File: src/rtl/sport_regfront.sv
module sport_regfront #(
  parameter int DW    = 16,
  parameter int DEPTH = 8
) (
  input  logic          clk,
  input  logic          rst_n,
  input  logic [1:0]    reg_sel,
  input  logic          wr_en,
  input  logic          rd_en,
  input  logic [DW-1:0] wdata,
  output logic [DW-1:0] rdata,
  output logic          tx_valid,
  output logic [DW-1:0] tx_data,
  input  logic          tx_ready,
  input  logic          rx_valid,
  input  logic [DW-1:0] rx_data,
  input  logic          shifter_active,
  output logic          sclk_oe,
  output logic          mosi_oe,
  output logic          ssel_oe,
  output logic          miso_oe
);
  localparam int AW = $clog2(DEPTH);
  localparam logic [AW:0] FULL = (AW+1)'(DEPTH);

  logic [DW-1:0] tx_mem [DEPTH];
  logic [DW-1:0] rx_mem [DEPTH];
  logic [AW:0]   tx_wp, tx_rp, rx_wp, rx_rp;
  logic          en_q, mode_q, sod_q, ovr_q;
  logic [3:0]    len_q;

  logic sel_ctrl, sel_data, sel_stat;
  assign sel_ctrl = reg_sel == 2'd0;
  assign sel_data = reg_sel == 2'd1;
  assign sel_stat = reg_sel == 2'd2;

  logic [AW:0] tx_cnt, rx_cnt;
  assign tx_cnt = tx_wp - tx_rp;
  assign rx_cnt = rx_wp - rx_rp;

  logic tx_empty, tx_full, rx_empty, rx_full;
  assign tx_empty = tx_cnt == '0;
  assign tx_full  = tx_cnt == FULL;
  assign rx_empty = rx_cnt == '0;
  assign rx_full  = rx_cnt == FULL;

  logic tx_pop, tx_push, rx_pop, rx_push;
  assign tx_valid = en_q & ~tx_empty;
  assign tx_data  = tx_mem[tx_rp[AW-1:0]];
  assign tx_pop   = tx_valid & tx_ready;
  assign tx_push  = wr_en & sel_data & (~tx_full | tx_pop);
  assign rx_pop   = rd_en & sel_data & ~rx_empty;
  assign rx_push  = rx_valid & (~rx_full | rx_pop);

  logic busy;
  assign busy = ~tx_empty | shifter_active;

  int unsigned  flen;
  logic [31:0]  mask;
  assign flen = (len_q < 4'd3) ? 4 : int'(len_q) + 1;
  assign mask = (32'd1 << flen) - 32'd1;

  logic [15:0] ctrl_rd, stat_rd;
  assign ctrl_rd = {4'b0, len_q, 4'b0, sod_q, mode_q, en_q, 1'b0};
  assign stat_rd = {10'b0, ovr_q, busy, rx_full, ~rx_empty, ~tx_full, tx_empty};

  always_comb begin
    rdata = '0;
    if (sel_ctrl)      rdata = DW'(ctrl_rd);
    else if (sel_stat) rdata = DW'(stat_rd);
    else if (sel_data && !rx_empty) rdata = rx_mem[rx_rp[AW-1:0]] & mask[DW-1:0];
  end

  assign sclk_oe = en_q & ~mode_q;
  assign mosi_oe = en_q & ~mode_q;
  assign ssel_oe = en_q & ~mode_q;
  assign miso_oe = en_q & mode_q & ~sod_q;

  always_ff @(posedge clk) begin
    if (tx_push) tx_mem[tx_wp[AW-1:0]] <= wdata;
    if (rx_push) rx_mem[rx_wp[AW-1:0]] <= rx_data;
  end

  always_ff @(posedge clk or negedge rst_n) begin
    if (!rst_n) begin
      tx_wp <= '0; tx_rp <= '0; rx_wp <= '0; rx_rp <= '0;
    end else begin
      if (tx_push) tx_wp <= tx_wp + 1'b1;
      if (tx_pop)  tx_rp <= tx_rp + 1'b1;
      if (rx_push) rx_wp <= rx_wp + 1'b1;
      if (rx_pop)  rx_rp <= rx_rp + 1'b1;
    end
  end

  always_ff @(posedge clk or negedge rst_n) begin
    if (!rst_n) begin
      en_q <= 1'b0; mode_q <= 1'b0; sod_q <= 1'b0; ovr_q <= 1'b0; len_q <= 4'hF;
    end else begin
      if (wr_en && sel_ctrl) begin
        en_q  <= wdata[1];
        sod_q <= wdata[3];
        len_q <= wdata[11:8];
        if (!en_q) mode_q <= wdata[2];
      end
      ovr_q <= (rx_valid & rx_full & ~rx_pop) | (ovr_q & ~(wr_en & sel_ctrl & wdata[4]));
    end
  end
endmodule

File: config.mk
export PLATFORM = sky130hd
export DESIGN_NAME = sport_regfront
export DESIGN_NICKNAME = d
export VERILOG_FILES = /design/src/rtl/sport_regfront.sv
export SDC_FILE = /design/constraint.sdc
export NUM_CORES = 1
export LEC_CHECK = 0
export BUFFER_PORTS_ARGS = -buffer_cell sky130_fd_sc_hd__buf_4
export CELL_PAD_IN_SITES_DETAIL_PLACEMENT = 0
export CELL_PAD_IN_SITES_GLOBAL_PLACEMENT = 2
export CORE_UTILIZATION = 40
export CTS_BUF_LIST = sky130_fd_sc_hd__clkbuf_16
export CTS_CLUSTER_SIZE = 28
export DETAILED_ROUTE_END_ITERATION = 10
export HOLD_SLACK_MARGIN = 0.06
export MAX_ROUTING_LAYER = met4
export PLACE_DENSITY_LB_ADDON = 0.25
export SYNTH_ARGS = -nofsm -noshare
export SYNTH_HDL_FRONTEND = slang
export SYNTH_SLANG_ARGS = --single-unit
File: constraint.sdc
create_clock -name clk -period 6.2 [get_ports clk]
set_input_delay 0.62 -clock clk [delete_from_list [all_inputs] [get_ports clk]]
set_output_delay 0.62 -clock clk [all_outputs]
set_load 0.05 [all_outputs]
# --- Word-level counts from Yosys, hierarchy flattened ---
# Memories as Yosys holds them, arrays and structs flattened.
# Cells that the tools add are included.
op_classes:
  shift: 1
  add_sub_neg: 8
  n_eq_ne: 4
  reduce_logical: 7
  magnitude_cmp: 1
  bitwise: 29
  muxes: 8
ops:
  columns: ["cell", "count"]
  rows:
  - ["2-to-1 mux 16 bit", 3]
  - ["adder 4 x 1 -> 4 bit (second input constant)", 4]
  - ["AND 16 bit", 1]
  - ["<< shifter 1 x 5 -> 16 bit (first input constant)", 1]
  - ["subtractor 16 x 1 -> 16 bit (second input constant)", 1]
  - ["AND 1 bit", 15]
  - ["inverter 1 bit", 9]
  - ["== test 4 bit (second input constant)", 2]
  - ["zero test 4 bit", 2]
  - ["subtractor 4 bit", 2]
  - ["adder 4 x 1 -> 5 bit (second input constant)", 1]
  - ["2-to-1 mux 5 bit", 1]
  - ["less-than comparator 4 x 2 -> 1 bit (second input constant)", 1]
  - ["2-to-1 mux 1 bit", 4]
  - ["OR 1 bit", 4]
  - ["== test 2 x 1 -> 1 bit (second input constant)", 1]
  - ["== test 2 bit (second input constant)", 1]
  - ["logical AND 1 bit", 2]
  - ["zero test 2 bit", 1]
  - ["AND reduction 2 bit", 1]
  - ["zero test 1 bit", 1]
totals:
  register_bits: 24
  mem_bits_rw: 256
  memories: 2
mem_list:
  columns: ["name", "depth", "word_bits", "read_ports", "rd_ports_with_merged_regs", "write_ports", "line", "rtl"]
  rows:
  - ["rx_mem", 8, 16, 1, 0, 1, "27", "logic [DW-1:0] rx_mem [DEPTH];"]
  - ["tx_mem", 8, 16, 1, 0, 1, "26", "logic [DW-1:0] tx_mem [DEPTH];"]

# --- Longest topological paths before layout ---
logic_depth:
  word_depth: 9
  mapped_depth: 12
  depth_no_buf: 10

# --- Worst setup path after synthesis ---
# No wires, ideal clock.
synth_timing:
  kind: "reg-to-output"
  start: "reg rx_rp[1]"
  end: "out rdata[12]"
  arrival_time_ps: 3811
  required_ps: 5580
  n_path_buf: 5
  path_slack_ps: 1769
  stages_incl_launch_ff: 13
  path_cell_list: "dfrtp_1 -> buf_2 -> buf_2 -> buf_2 -> inv_1 -> ha_1 -> and3b_1 -> nor3_1 -> or4_1 -> buf_2 -> nand2_2 -> buf_6 -> nor4b_1"
synth_between:
  elab_chain_len: 7
  word_cells_on_any_way: 9
synth_rtl:
  columns: ["element", "line", "rtl"]
  rows:
  - ["start: declaration", "28", "logic [AW:0] tx_wp, tx_rp, rx_wp, rx_rp;"]
  - ["start signal: assignment", "91", "if (rx_pop) rx_rp <= rx_rp + 1'b1;"]
  - ["subtractor 4 bit", "39", "assign rx_cnt = rx_wp - rx_rp;"]
  - ["zero test 4 bit", "44", "assign rx_empty = rx_cnt == '0;"]
  - ["zero test 1 bit", "71", "else if (sel_data && !rx_empty) rdata = rx_mem[rx_rp[AW-1:0]] & mask[DW-1:0];"]
  - ["logical AND 1 bit", "71", null]
  - ["2-to-1 mux 16 bit (*)", "71", null]
  - ["2-to-1 mux 16 bit (*)", "70", "else if (sel_stat) rdata = DW'(stat_rd);"]
  - ["2-to-1 mux 16 bit (*)", "69", "if (sel_ctrl) rdata = DW'(ctrl_rd);"]
  - ["end: declaration", "11", "output logic [DW-1:0] rdata,"]
# Mark *: on every way between the ends. The rest lies on a longest branch, timed or not.

# --- Final worst setup path ---
layout_timing:
  start: "reg rx_rp[2]"
  end: "out rdata[1]"
# Same word-level chain as after synthesis.

==> flow_results.org <==
** Run status
- The run finished with clean final reports.

** Critical path
- Sort of element at the start of the critical path :: register
- In this run the register-to-register setup slack is 2.50 ns.
- STA classifies the critical path endpoint as an output pin.
- The worst setup path is of the register to output pin kind.
- For the worst setup path, the data required time is 5.58 ns.
- The endpoint identified for the worst register-to-register timing path is tx_mem[6][7].
- The number of cells on the worst reg-to-reg path is 7.
- Signal arrival time at the worst endpoint :: 3.87 ns
- Of all nets on the critical path, the largest fanout is 15.
- The worst register-to-register path begins at tx_rp[2].

** Drt
- In the routed design, unresolved DRC markers number 0.
- Overall via count from detail_route :: 6242
- Initial DRT Pass Iterations :: 4
- Vias per inst :: 5.34
- After detailed routing, the total wire length is 25400 um.
- Once detail routing completed, the nets flagged for antenna violations numbered 0.
- DR WL/cell :: 21.8 um
- For this block, the initial DRC count from the detailed router was 336.

** Flow run
- Max cap viols :: 0

** Clock network
- Clock buffers created by TritonCTS :: 28
- H-tree depth reported by CTS :: 1
- The cell sitting at the root of the clock tree is a clkbuf_16.
- CTS tree :: done
- CTS sink cnt :: 280
- The clock passes through at most 3 buffers.
- Clock-pin slew was measured on the worst setup and hold paths at 0.07 ns.
- For the worst-skew pair, the clock arrives at the later sink with an insertion delay of 0.54 ns.

** Pwr
- Leakage power :: 4.81 nW
- Portion of total power attributed to the clock network :: 25.0%
- Total internal power :: 4.22 mW
- Total power draw :: 6.58 mW
- Power Density :: 475 mW/mm^2
- Of the total power, combinational logic draws 37.4%.
- In this run the power spent charging and discharging nets is 2.35 mW.
- Sequential share of power :: 37.5%
- IR analysis of the VDD net gives a maximum drop of 0.000272 V.
- Sw Share :: 35.8%

** Placement
- Including well taps, the total number of placed cells is 1115.
- Routability-driven placement finished with a final weighted congestion of 0.817.
- Count of buffers from port buffering :: 77
- The wire-length estimate of the detail-placed layout is 16100 um.
- Prior to clock tree synthesis, the placed netlist has a worst setup slack of 2.29 ns.

** Cells and area
- Fin nets :: 817
- Fraction of final layout cells sized beyond drive strength 1 :: 29.1%
- In the layout the commonest cells are edfxtp_1 (256), buf_4 (92), nand2_1 (81).
- Antenna fix cells :: 0
- Area Overhead vs Synth :: 16.5%
- Cells fill 47.8% of the core in the end.
- The finished layout holds 1168 standard cells, fillers aside.
- Commonest non-fill, non-tap cell in the layout :: edfxtp_1

** Yosys
- Of the total synthesized cell area, the portion taken by AND, OR, NAND and NOR gates is 7.33%.
- Summing the areas of all compound-gate instances in the mapped netlist gives 3.56% of the synthesized area.
- After synthesis the netlist holds a flip-flop and latch count of 280.
- After synthesis, the largest family of logic cells by area is multiplexers.
- Dividing the synthesized area by the synthesized cell count gives 17.6 um^2.
- Post-synthesis adder-cell area fraction :: 1.47%
- Synthesized netlist net count :: 732
- After synthesis, the cell types taking the most area are edfxtp_1 (65%), mux4_2 (12%), dfrtp_1 (4.2%).
- For this run, the leading register cell type out of synthesis is edfxtp_1.
- In this run, synthesis inferred 256 flip-flops with an integrated enable.
- In the synthesized netlist, the number of instances is 677.
- The portion of synthesized area spent on multiplexers is 13.9%.
- The share of the Yosys chip area taken by registers is 69.8%.
- Area of the mapped netlist :: 0.0119 mm^2
- Synthesis instantiated 70 different standard cells from the library.
- Count of warnings emitted by yosys :: 0
- Share of synthesized flip-flops with an asynchronous set or reset :: 8.57%
- Area leader, netlist :: edfxtp_1
- Post-Synth XOR/XNOR Area :: 1.91%
- After synthesis, the largest area contributor takes up 64.7% of total cell area.

** Global routing
- Maximum number of pins on one net before global-route repair :: 37
- Number of global-route vias before repair :: 6587
- The first global-routing pass estimated 39500 um of wire.
- Total global routing overflow :: 0
- The number of antenna violations at the first check in global routing came to 0.
- Global routing used 17.7% of the available tracks across all layers.

** Floorplanning
- Core Region :: 0.0289 mm^2
- The initial utilization of the core area, before any placement, comes to 41.1%.
- Number of ports placed on the die boundary :: 78
- From left edge to right edge, the die measures 174 um.
- Die area :: 0.0304 mm^2
- Chip height :: 174 um
- Site Rows :: 62

** Timing
- Final clock period utilization by the worst path :: 72.3%
- The final-report max-slew violation count came to 0.
- Setup TNS :: 0 ns
- Across all setup checks in the final design, the least slack found is 1.71 ns.
- Pin slew with the least headroom to its limit :: 1.06 ns
- Post-layout min period :: 4.49 ns
- The clock arrives with 0.0119 ns of skew.
- In this run the tightest slew margin relative to its limit is 29.2%.
- Timing would allow up to 0.223 GHz.
- Setup repair after global routing left no endpoint under its margin.
- Setup violations remaining at the end of the flow were counted as 0.
- The total count of hold-check failures in the final report is 0.

** Worst hold path
- Cell count of the worst hold path :: 1
- Terminating pin of the worst hold path :: rx_mem[7][1]
- Type of the most critical hold path :: primary input to register
- Startpoint of the worst hold path :: rx_data[1]
[power groups by stage]
stage	clock network [mW]	logic [mW]	registers [mW]
6_report	1.65	2.46	2.47
3_3_place_gp	0	2.49	2.49
4_1_cts	1.69	2.51	2.47
5_1_grt	1.75	2.67	2.50
2_1_floorplan	0	1.87	2.43
3_5_place_dp	0	2.50	2.51
[routing by layer]
layer  wire length, um  global-route usage, %  share of wire (%)
met1             10500                   22.6                 41
met2             13100                   30.0                 51
met3              1230                   2.45                4.8
met4               626                   4.39                2.5
met5                 0                      -                  0
[critical path, cell delays in order (launching register included)]
cell and delay [ns]:
dfrtp_1 0.69, clkinv_1 0.20, ha_1 0.38, and3b_1 0.20
nor3_1 0.23, or4_1 0.28, nand2_2 0.26, o41ai_1 0.75
buf_4 0.32
[what timing repair did]
item / CTS / global route
resized for setup: 0 / 0
hold endpoints to repair: 20 / 0
hold buffers: 1 / 0
buffers inserted: 0 / 0
[stage by stage]
| step | hold WS, ns | cell area, um^2 |
|---|---|---|
| finish | 0.307 | 13800 |
| global route | 0.297 | 13800 |
| CTS | 0.283 | 13800 |
| detailed placement | 0.476 | 12900 |
| global placement | 0.476 | 12900 |
| floorplan | 0.324 | 11900 |
[registers in the layout, indices dropped and copies added, names as in the netlist]
register and flops:
en_q 1, mode_q 1, ovr_q 1, tx_mem 128, rx_rp 4, tx_wp 4
tx_rp 4, len_q 4, rx_wp 4, sod_q 1, rx_mem 128
[final cells by class]
class	count	area, um^2
timing repair buffer	93	701
clock inverter	23	179
tap	384	480
sequential	280	8300
inverter	12	45.0
clock buffer	29	726
fill	2461	15100
multi-input combinational	347	3420
[worst max path at each step]
stage,from,cells past startpoint,to
floorplan,rx_rp[1],12,rdata[12]
global placement,len_q[0],10,rdata[14]
detailed placement,tx_rp[2],8,rdata[4]
CTS,len_q[0],10,rdata[14]
global route,rx_rp[2],8,rdata[1]
finish,rx_rp[2],8,rdata[1]
[synthesized netlist by cell type, types with 4 or more instances]
cell	number
nor3_1	8
and2_1	4
o32ai_1	5
clkbuf_1	14
buf_4	7
xnor2_1	14
nor2_1	19
dfrtp_1	20
mux2i_1	11
nand3_1	5
a21oi_1	16
mux2_2	5
buf_2	13
o31ai_1	4
mux2_1	4
nor2b_1	6
ha_1	14
mux4_2	64
dfstp_2	4
nand2b_1	4
edfxtp_1	256
o21ai_0	5
xor2_1	10
inv_1	8
nand2_1	81
nor4_1	10
[logic make-up after synthesis]
family | Yosys count
and+or+nand+nor | 170
xor gates and xnor gates | 25
DFF | 280
muxes | 84
AOI/OAI and AO/OA | 54
buffers and inverters | 50
adders and majority gates | 14
Note: power is estimated with default switching activity, not from simulation.
